File: config.mk
export PLATFORM = sky130hd
export DESIGN_NAME = lar_arbiter
export DESIGN_NICKNAME = d
export VERILOG_FILES = /design/src/rtl/lar_pkg.sv /design/src/rtl/lar_decode.sv /design/src/rtl/lar_pick.sv /design/src/rtl/lar_core.sv /design/src/rtl/lar_rdmux.sv /design/src/rtl/lar_arbiter.sv
export SDC_FILE = /design/constraint.sdc
export NUM_CORES = 1
export LEC_CHECK = 0
export BUFFER_PORTS_ARGS = -buffer_cell sky130_fd_sc_hd__clkbuf_2
export CAP_MARGIN = 15
export CORE_MARGIN = 5
export CORE_UTILIZATION = 49
export CTS_CLUSTER_SIZE = 12
export DETAILED_ROUTE_END_ITERATION = 10
export GPL_TIMING_DRIVEN = 0
export PLACE_DENSITY = 0.92
export SKIP_CTS_REPAIR_TIMING = 1
export SLEW_MARGIN = 20
export SYNTH_ARGS = -nofsm -noshare
export SYNTH_HDL_FRONTEND = slang
export SYNTH_SLANG_ARGS = --single-unit
File: constraint.sdc
create_clock -name clk -period 4.69 [get_ports clk]
set_input_delay 0.938 -clock clk [delete_from_list [all_inputs] [get_ports clk]]
set_output_delay 0.938 -clock clk [all_outputs]
set_load 0.005 [all_outputs]
File: src/rtl/lar_pkg.sv
package lar_pkg;
  localparam int BYTE_W = 8;

  // Bit positions inside an access register
  localparam int BIT_VALID   = 7;
  localparam int BIT_OWNED   = 5;
  localparam int BIT_WAITING = 2;
  localparam int BIT_ASK     = 1;

  localparam logic [BYTE_W-1:0] FILL_NO_WINDOW = 8'hFF;
  localparam logic [BYTE_W-1:0] FILL_OTHER_OFS = 8'h00;

  typedef struct packed {
    logic hit;    // access register of a live locality
    logic live;   // locality number is in range
  } win_sel_t;
endpackage

File: src/rtl/lar_decode.sv
module lar_decode #(
  parameter int NUM_LOC   = 5,
  parameter int ADDR_W    = 16,
  parameter int LOC_SHIFT = 12,
  parameter int LOC_W     = (NUM_LOC > 1) ? $clog2(NUM_LOC) : 1
) (
  input  logic [ADDR_W-1:0] addr,
  output logic [LOC_W-1:0]  loc,
  output lar_pkg::win_sel_t sel
);
  localparam int FIELD_W = ADDR_W - LOC_SHIFT;

  logic [FIELD_W-1:0]   field;
  logic [LOC_SHIFT-1:0] offset;

  assign field    = addr[ADDR_W-1:LOC_SHIFT];
  assign offset   = addr[LOC_SHIFT-1:0];
  assign loc      = field[LOC_W-1:0];
  assign sel.live = (field < FIELD_W'(NUM_LOC));
  assign sel.hit  = sel.live && (offset == '0);
endmodule

File: src/rtl/lar_pick.sv
module lar_pick #(
  parameter int N     = 5,
  parameter int IDX_W = 3
) (
  input  logic [N-1:0]     vec,
  output logic             any,
  output logic [IDX_W-1:0] idx
);
  // Highest set index wins: later iterations override earlier ones.
  always_comb begin
    any = |vec;
    idx = '0;
    for (int i = 0; i < N; i++) begin
      if (vec[i]) idx = IDX_W'(i);
    end
  end
endmodule

File: src/rtl/lar_core.sv
module lar_core #(
  parameter int NUM_LOC = 5,
  parameter int LOC_W   = 3
) (
  input  logic               clk,
  input  logic               rst,
  input  logic               wr_hit,
  input  logic [LOC_W-1:0]   wr_loc,
  input  logic               ask,
  input  logic               drop,
  output logic               own_valid,
  output logic [LOC_W-1:0]   own_loc,
  output logic [NUM_LOC-1:0] wait_q
);
  logic [NUM_LOC-1:0] req_vec;
  logic [NUM_LOC-1:0] win_mask;
  logic               owner_leaves;
  logic               free;
  logic               pick_any;
  logic [LOC_W-1:0]   pick_idx;

  assign owner_leaves = own_valid && wr_hit && drop && (wr_loc == own_loc);
  assign free         = !own_valid || owner_leaves;

  // Per-locality request state after this cycle's write
  for (genvar g = 0; g < NUM_LOC; g++) begin : g_req
    logic addressed;
    logic is_owner;
    assign addressed = wr_hit && (wr_loc == LOC_W'(g));
    assign is_owner  = own_valid && (own_loc == LOC_W'(g));
    assign req_vec[g] = (wait_q[g] && !(addressed && drop))
                      || (addressed && ask && !drop && !is_owner);
    assign win_mask[g] = (pick_idx == LOC_W'(g));
  end

  lar_pick #(.N(NUM_LOC), .IDX_W(LOC_W)) u_pick (
    .vec (req_vec),
    .any (pick_any),
    .idx (pick_idx)
  );

  always_ff @(posedge clk) begin
    if (rst) begin
      own_valid <= 1'b0;
      own_loc   <= '0;
      wait_q    <= '0;
    end else if (free && pick_any) begin
      own_valid <= 1'b1;
      own_loc   <= pick_idx;
      wait_q    <= req_vec & ~win_mask;
    end else begin
      if (free) own_valid <= 1'b0;
      wait_q <= req_vec;
    end
  end
endmodule

File: src/rtl/lar_rdmux.sv
module lar_rdmux #(
  parameter int NUM_LOC = 5,
  parameter int LOC_W   = 3
) (
  input  logic                        clk,
  input  logic                        rst,
  input  logic                        rd_en,
  input  lar_pkg::win_sel_t           sel,
  input  logic [LOC_W-1:0]            loc,
  input  logic                        own_valid,
  input  logic [LOC_W-1:0]            own_loc,
  input  logic [NUM_LOC-1:0]          wait_q,
  output logic [lar_pkg::BYTE_W-1:0]  rd_data
);
  import lar_pkg::*;

  logic [NUM_LOC-1:0] others;
  logic [BYTE_W-1:0]  acc_val;
  logic [BYTE_W-1:0]  rd_next;

  for (genvar g = 0; g < NUM_LOC; g++) begin : g_oth
    assign others[g] = wait_q[g] && (loc != LOC_W'(g));
  end

  always_comb begin
    acc_val              = '0;
    acc_val[BIT_VALID]   = 1'b1;
    acc_val[BIT_OWNED]   = own_valid && (own_loc == loc);
    acc_val[BIT_WAITING] = |others;
    if (!sel.live)     rd_next = FILL_NO_WINDOW;
    else if (!sel.hit) rd_next = FILL_OTHER_OFS;
    else               rd_next = acc_val;
  end

  always_ff @(posedge clk) begin
    if (rst)        rd_data <= '0;
    else if (rd_en) rd_data <= rd_next;
  end
endmodule

File: src/rtl/lar_arbiter.sv
module lar_arbiter #(
  parameter int NUM_LOC   = 5,
  parameter int ADDR_W    = 16,
  parameter int LOC_SHIFT = 12,
  parameter int LOC_W     = (NUM_LOC > 1) ? $clog2(NUM_LOC) : 1
) (
  input  logic                       clk,
  input  logic                       rst,
  input  logic [ADDR_W-1:0]          addr,
  input  logic                       wr_en,
  input  logic [lar_pkg::BYTE_W-1:0] wr_data,
  input  logic                       rd_en,
  output logic [lar_pkg::BYTE_W-1:0] rd_data,
  output logic                       act_valid,
  output logic [LOC_W-1:0]           act_loc
);
  import lar_pkg::*;

  win_sel_t           sel;
  logic [LOC_W-1:0]   loc;
  logic [NUM_LOC-1:0] wait_q;
  logic               wr_unused_bits;

  assign wr_unused_bits = ^{wr_data[7:6], wr_data[4:2], wr_data[0]};

  lar_decode #(.NUM_LOC(NUM_LOC), .ADDR_W(ADDR_W), .LOC_SHIFT(LOC_SHIFT), .LOC_W(LOC_W)) u_dec (
    .addr (addr),
    .loc  (loc),
    .sel  (sel)
  );

  lar_core #(.NUM_LOC(NUM_LOC), .LOC_W(LOC_W)) u_core (
    .clk       (clk),
    .rst       (rst),
    .wr_hit    (wr_en && sel.hit),
    .wr_loc    (loc),
    .ask       (wr_data[BIT_ASK]),
    .drop      (wr_data[BIT_OWNED]),
    .own_valid (act_valid),
    .own_loc   (act_loc),
    .wait_q    (wait_q)
  );

  lar_rdmux #(.NUM_LOC(NUM_LOC), .LOC_W(LOC_W)) u_rd (
    .clk       (clk),
    .rst       (rst),
    .rd_en     (rd_en),
    .sel       (sel),
    .loc       (loc),
    .own_valid (act_valid),
    .own_loc   (act_loc),
    .wait_q    (wait_q),
    .rd_data   (rd_data)
  );
endmodule

==> results by group <==
Power
  • Max IR drop VDD: 0.0001754 V
  • Pleak: 0.4303 nW
  • Pwr per Cell Area: 203.1 nW/µm²

Timing
  • Rel. slew slack: 66.79%
  • Final hold vios: 0
  • Fmax: 369.3 MHz
  • Final Cycle Share: 57.73%
  • Final slew viol count: 0
  • RSZ-0062 raised after global routing: false
  • Measured slew at the worst slew-check pin: 0.4970 ns
  • Setup Skew: 0.002289 ns
  • Setup TNS Final: 0 ns
  • Clock period minus worst slack: 2.708 ns
  • Final setup fails: 0
  • Fin Hold WS: 0.4947 ns

Worst setup path
  • CP Class: input pin to flip-flop
  • CP Capture Type: flip-flop
  • Crit path DAT: 2.85 ns
  • CP Max Fanout: 6
  • Crit path cell chain: clkbuf_2 > nor4_2 > nand3_2 > nor4_4 > a31oi_1 > and4b_4 > o21ai_1 > a21oi_1
  • Max stage delay on crit path: 0.49 ns
  • Worst EP required: 4.83 ns
  • Critical Path Source Type: input pin
  • CP Buf/Inv Count: 1
  • Critical-path top delay cell: nor4_4
  • Worst path top cell family by delay: simple AND/OR/NAND/NOR gates

Floorplan
  • DIE AREA: 2730 µm²
  • Die X-Extent: 52.25 µm
  • Starting Density: 51.21%
  • I/O pin count: 40
  • Row count: 15
  • Core Box Area: 1708 µm²
  • Die height: 52.25 µm

Detailed routing
  • WL/cell: 14.76 µm
  • DR vias/cell: 5.863
  • Drt pass-1 iters: 4
  • WL met1: 937 µm
  • Antenna Nets Post-Route: 0
  • Via count: 944
  • WL met2: 1.206 mm
  • Residual DRC: 0
  • Drt total wl: 2.377 mm
  • Top layer in use: met4
  • WL met3: 205 µm
  • Number of DRC markers in iteration 0: 30

Placement
  • RePlAce Congestion: 0.8873
  • Port Buffer Count: 32
  • Dpl hpwl: 1.918 mm

Clocking
  • CTS sink cnt: 13
  • H-tree levels: 1
  • Longest Clk Path Bufs: 2
  • CTS tree: done
  • CTS Root Cell: clkbuf_4
  • Clk_lat worst skew: 0.27 ns
  • CTS Buf Count: 3
  • Clock-pin slew on the worst setup and hold paths: 0.08 ns

Run status
  • Status: finished, final reports clean

Yosys
  • Share of the yosys chip area belonging to registers: 29.76%
  • Yosys reg bits: 13
  • Syn Inst Count: 100
  • Async S/R FF share, synth: 0%
  • Cell with the most instances after synthesis: dfxtp_1
  • Synth Cell Area: 874.6 µm²
  • Yosys cell types: 35
  • Cell type with the largest total area after synthesis: dfxtp_1
  • Top cell type's share of synthesized area: 29.76%
  • Top FF cell, synth: dfxtp_1
  • Synth area leaders: dfxtp_1 30%, nor4_4 4.9%, a31oi_1 4.3%
  • Synth Area per Inst: 8.746 µm²
  • Top cells by instance count after synthesis: 13 x dfxtp_1, 8 x nor2_1, 6 x a31oi_1, 6 x inv_1, 6 x nand3_1
  • Yosys Warn Count: 0
  • Syn nets: 128
  • Number of synthesized flops with an enable pin: 0

Cells and area
  • Final design utilization: 63.96%
  • Area occupied by multi-input gates: 554.3 µm²
  • ANT cells: 0
  • Final nets: 165
  • Fillers: 144
  • Layout cells sized above 1: 38.24%
  • Area growth, synth to finish: 24.89%
  • Storage cell area: 260.3 µm²

Run
  • Max cap viols: 0

Global routing
  • Number of global-route vias before repair: 890
  • First-pass GRT wire length: 3.795 mm
  • Largest net degree at the start of global routing: 11
  • Initial antenna violation count: 0
  • GRT overflow: 0
  • Total GRT Usage: 17.98%

Min path
  • Hold Crit Class: flip-flop to flip-flop
cell usage in the layout (no fill, tap or decap), types with 2 or more instances in the layout:
| cell | count |
|---|---|
| nor2b_1 | 2 |
| dfxtp_1 | 13 |
| nand2_1 | 4 |
| inv_1 | 6 |
| nor4_2 | 3 |
| a311oi_1 | 4 |
| o21ai_0 | 2 |
| a31oi_1 | 6 |
| nor4_4 | 2 |
| a32o_2 | 2 |
| nor3_1 | 5 |
| clkbuf_4 | 3 |
| nand3b_1 | 4 |
| a21oi_1 | 4 |
| xor2_1 | 3 |
| nor2_1 | 8 |
| clkbuf_1 | 3 |
| o22ai_1 | 2 |
| clkbuf_2 | 32 |
| nand3_1 | 6 |
| buf_4 | 4 |
| nor3b_1 | 3 |
cell families after synthesis:
logic type	Yosys count	share of synthesized area, %
compound gates	27	23.46
buf+inv	12	6.867
simple gates	44	35.77
flops	13	29.76
mux	1	1.145
xor+xnor	3	3.005
final timing paths:
path / endpoint / depth (start not counted) / from / slack (ns)
hold / removal: u_rd.rd_data[5] / 2 / u_rd.rd_data[5] / 0.49
setup reg to reg: u_core.own_loc[0] / 6 / u_core.own_loc[1] / 2.83
setup / recovery: u_core.own_loc[2] / 8 / addr[3] / 1.98
hold reg to reg: u_rd.rd_data[5] / 2 / u_rd.rd_data[5] / 0.49
layer usage:
metal  up-vias  GRT usage (%)
li1        448              -
met1       437          20.56
met2        53          34.73
met3         6          2.279
met4         0          4.255
met5         -              0
where the power goes:
| group | internal, mW | switching [mW] |
|---|---|---|
| clock network | 0.0329 | 0.0348 |
| registers | 0.113 | 0.00189 |
| logic | 0.0190 | 0.0204 |
cell type report:
class | count | share of cell area (%)
multi-input cells | 75 | 50.74
flip-flops and latches | 13 | 23.83
repair buffers | 32 | 14.66
plain buffers | 6 | 3.436
well taps | 25 | 2.864
clock buffers | 4 | 2.405
inverters | 6 | 2.062
metrics by stage:
step                      instances  area [µm²]  setup slack, ns  total power [mW]
after global placement          157        1066            1.851            0.1550
after global routing            161        1092            1.857            0.2311
after CTS                       161        1092            1.973            0.2214
after floorplan                 100       874.6            2.136            0.1356
final                           161        1092            1.982            0.2218
after detailed placement        157        1066            1.693            0.1569
registers in the layout, indices dropped and copies added, names as in the netlist:
register	count
u_core.own_loc	3
u_core.own_valid	1
u_rd.rd_data	4
u_core.wait_q	5
worst min-delay path, cell delays in order, from the launching register on:
cell      delay (ns)
dfxtp_1         0.31
nor2_1          0.08
a311oi_1        0.05
Power figures use the tool's default switching activity.
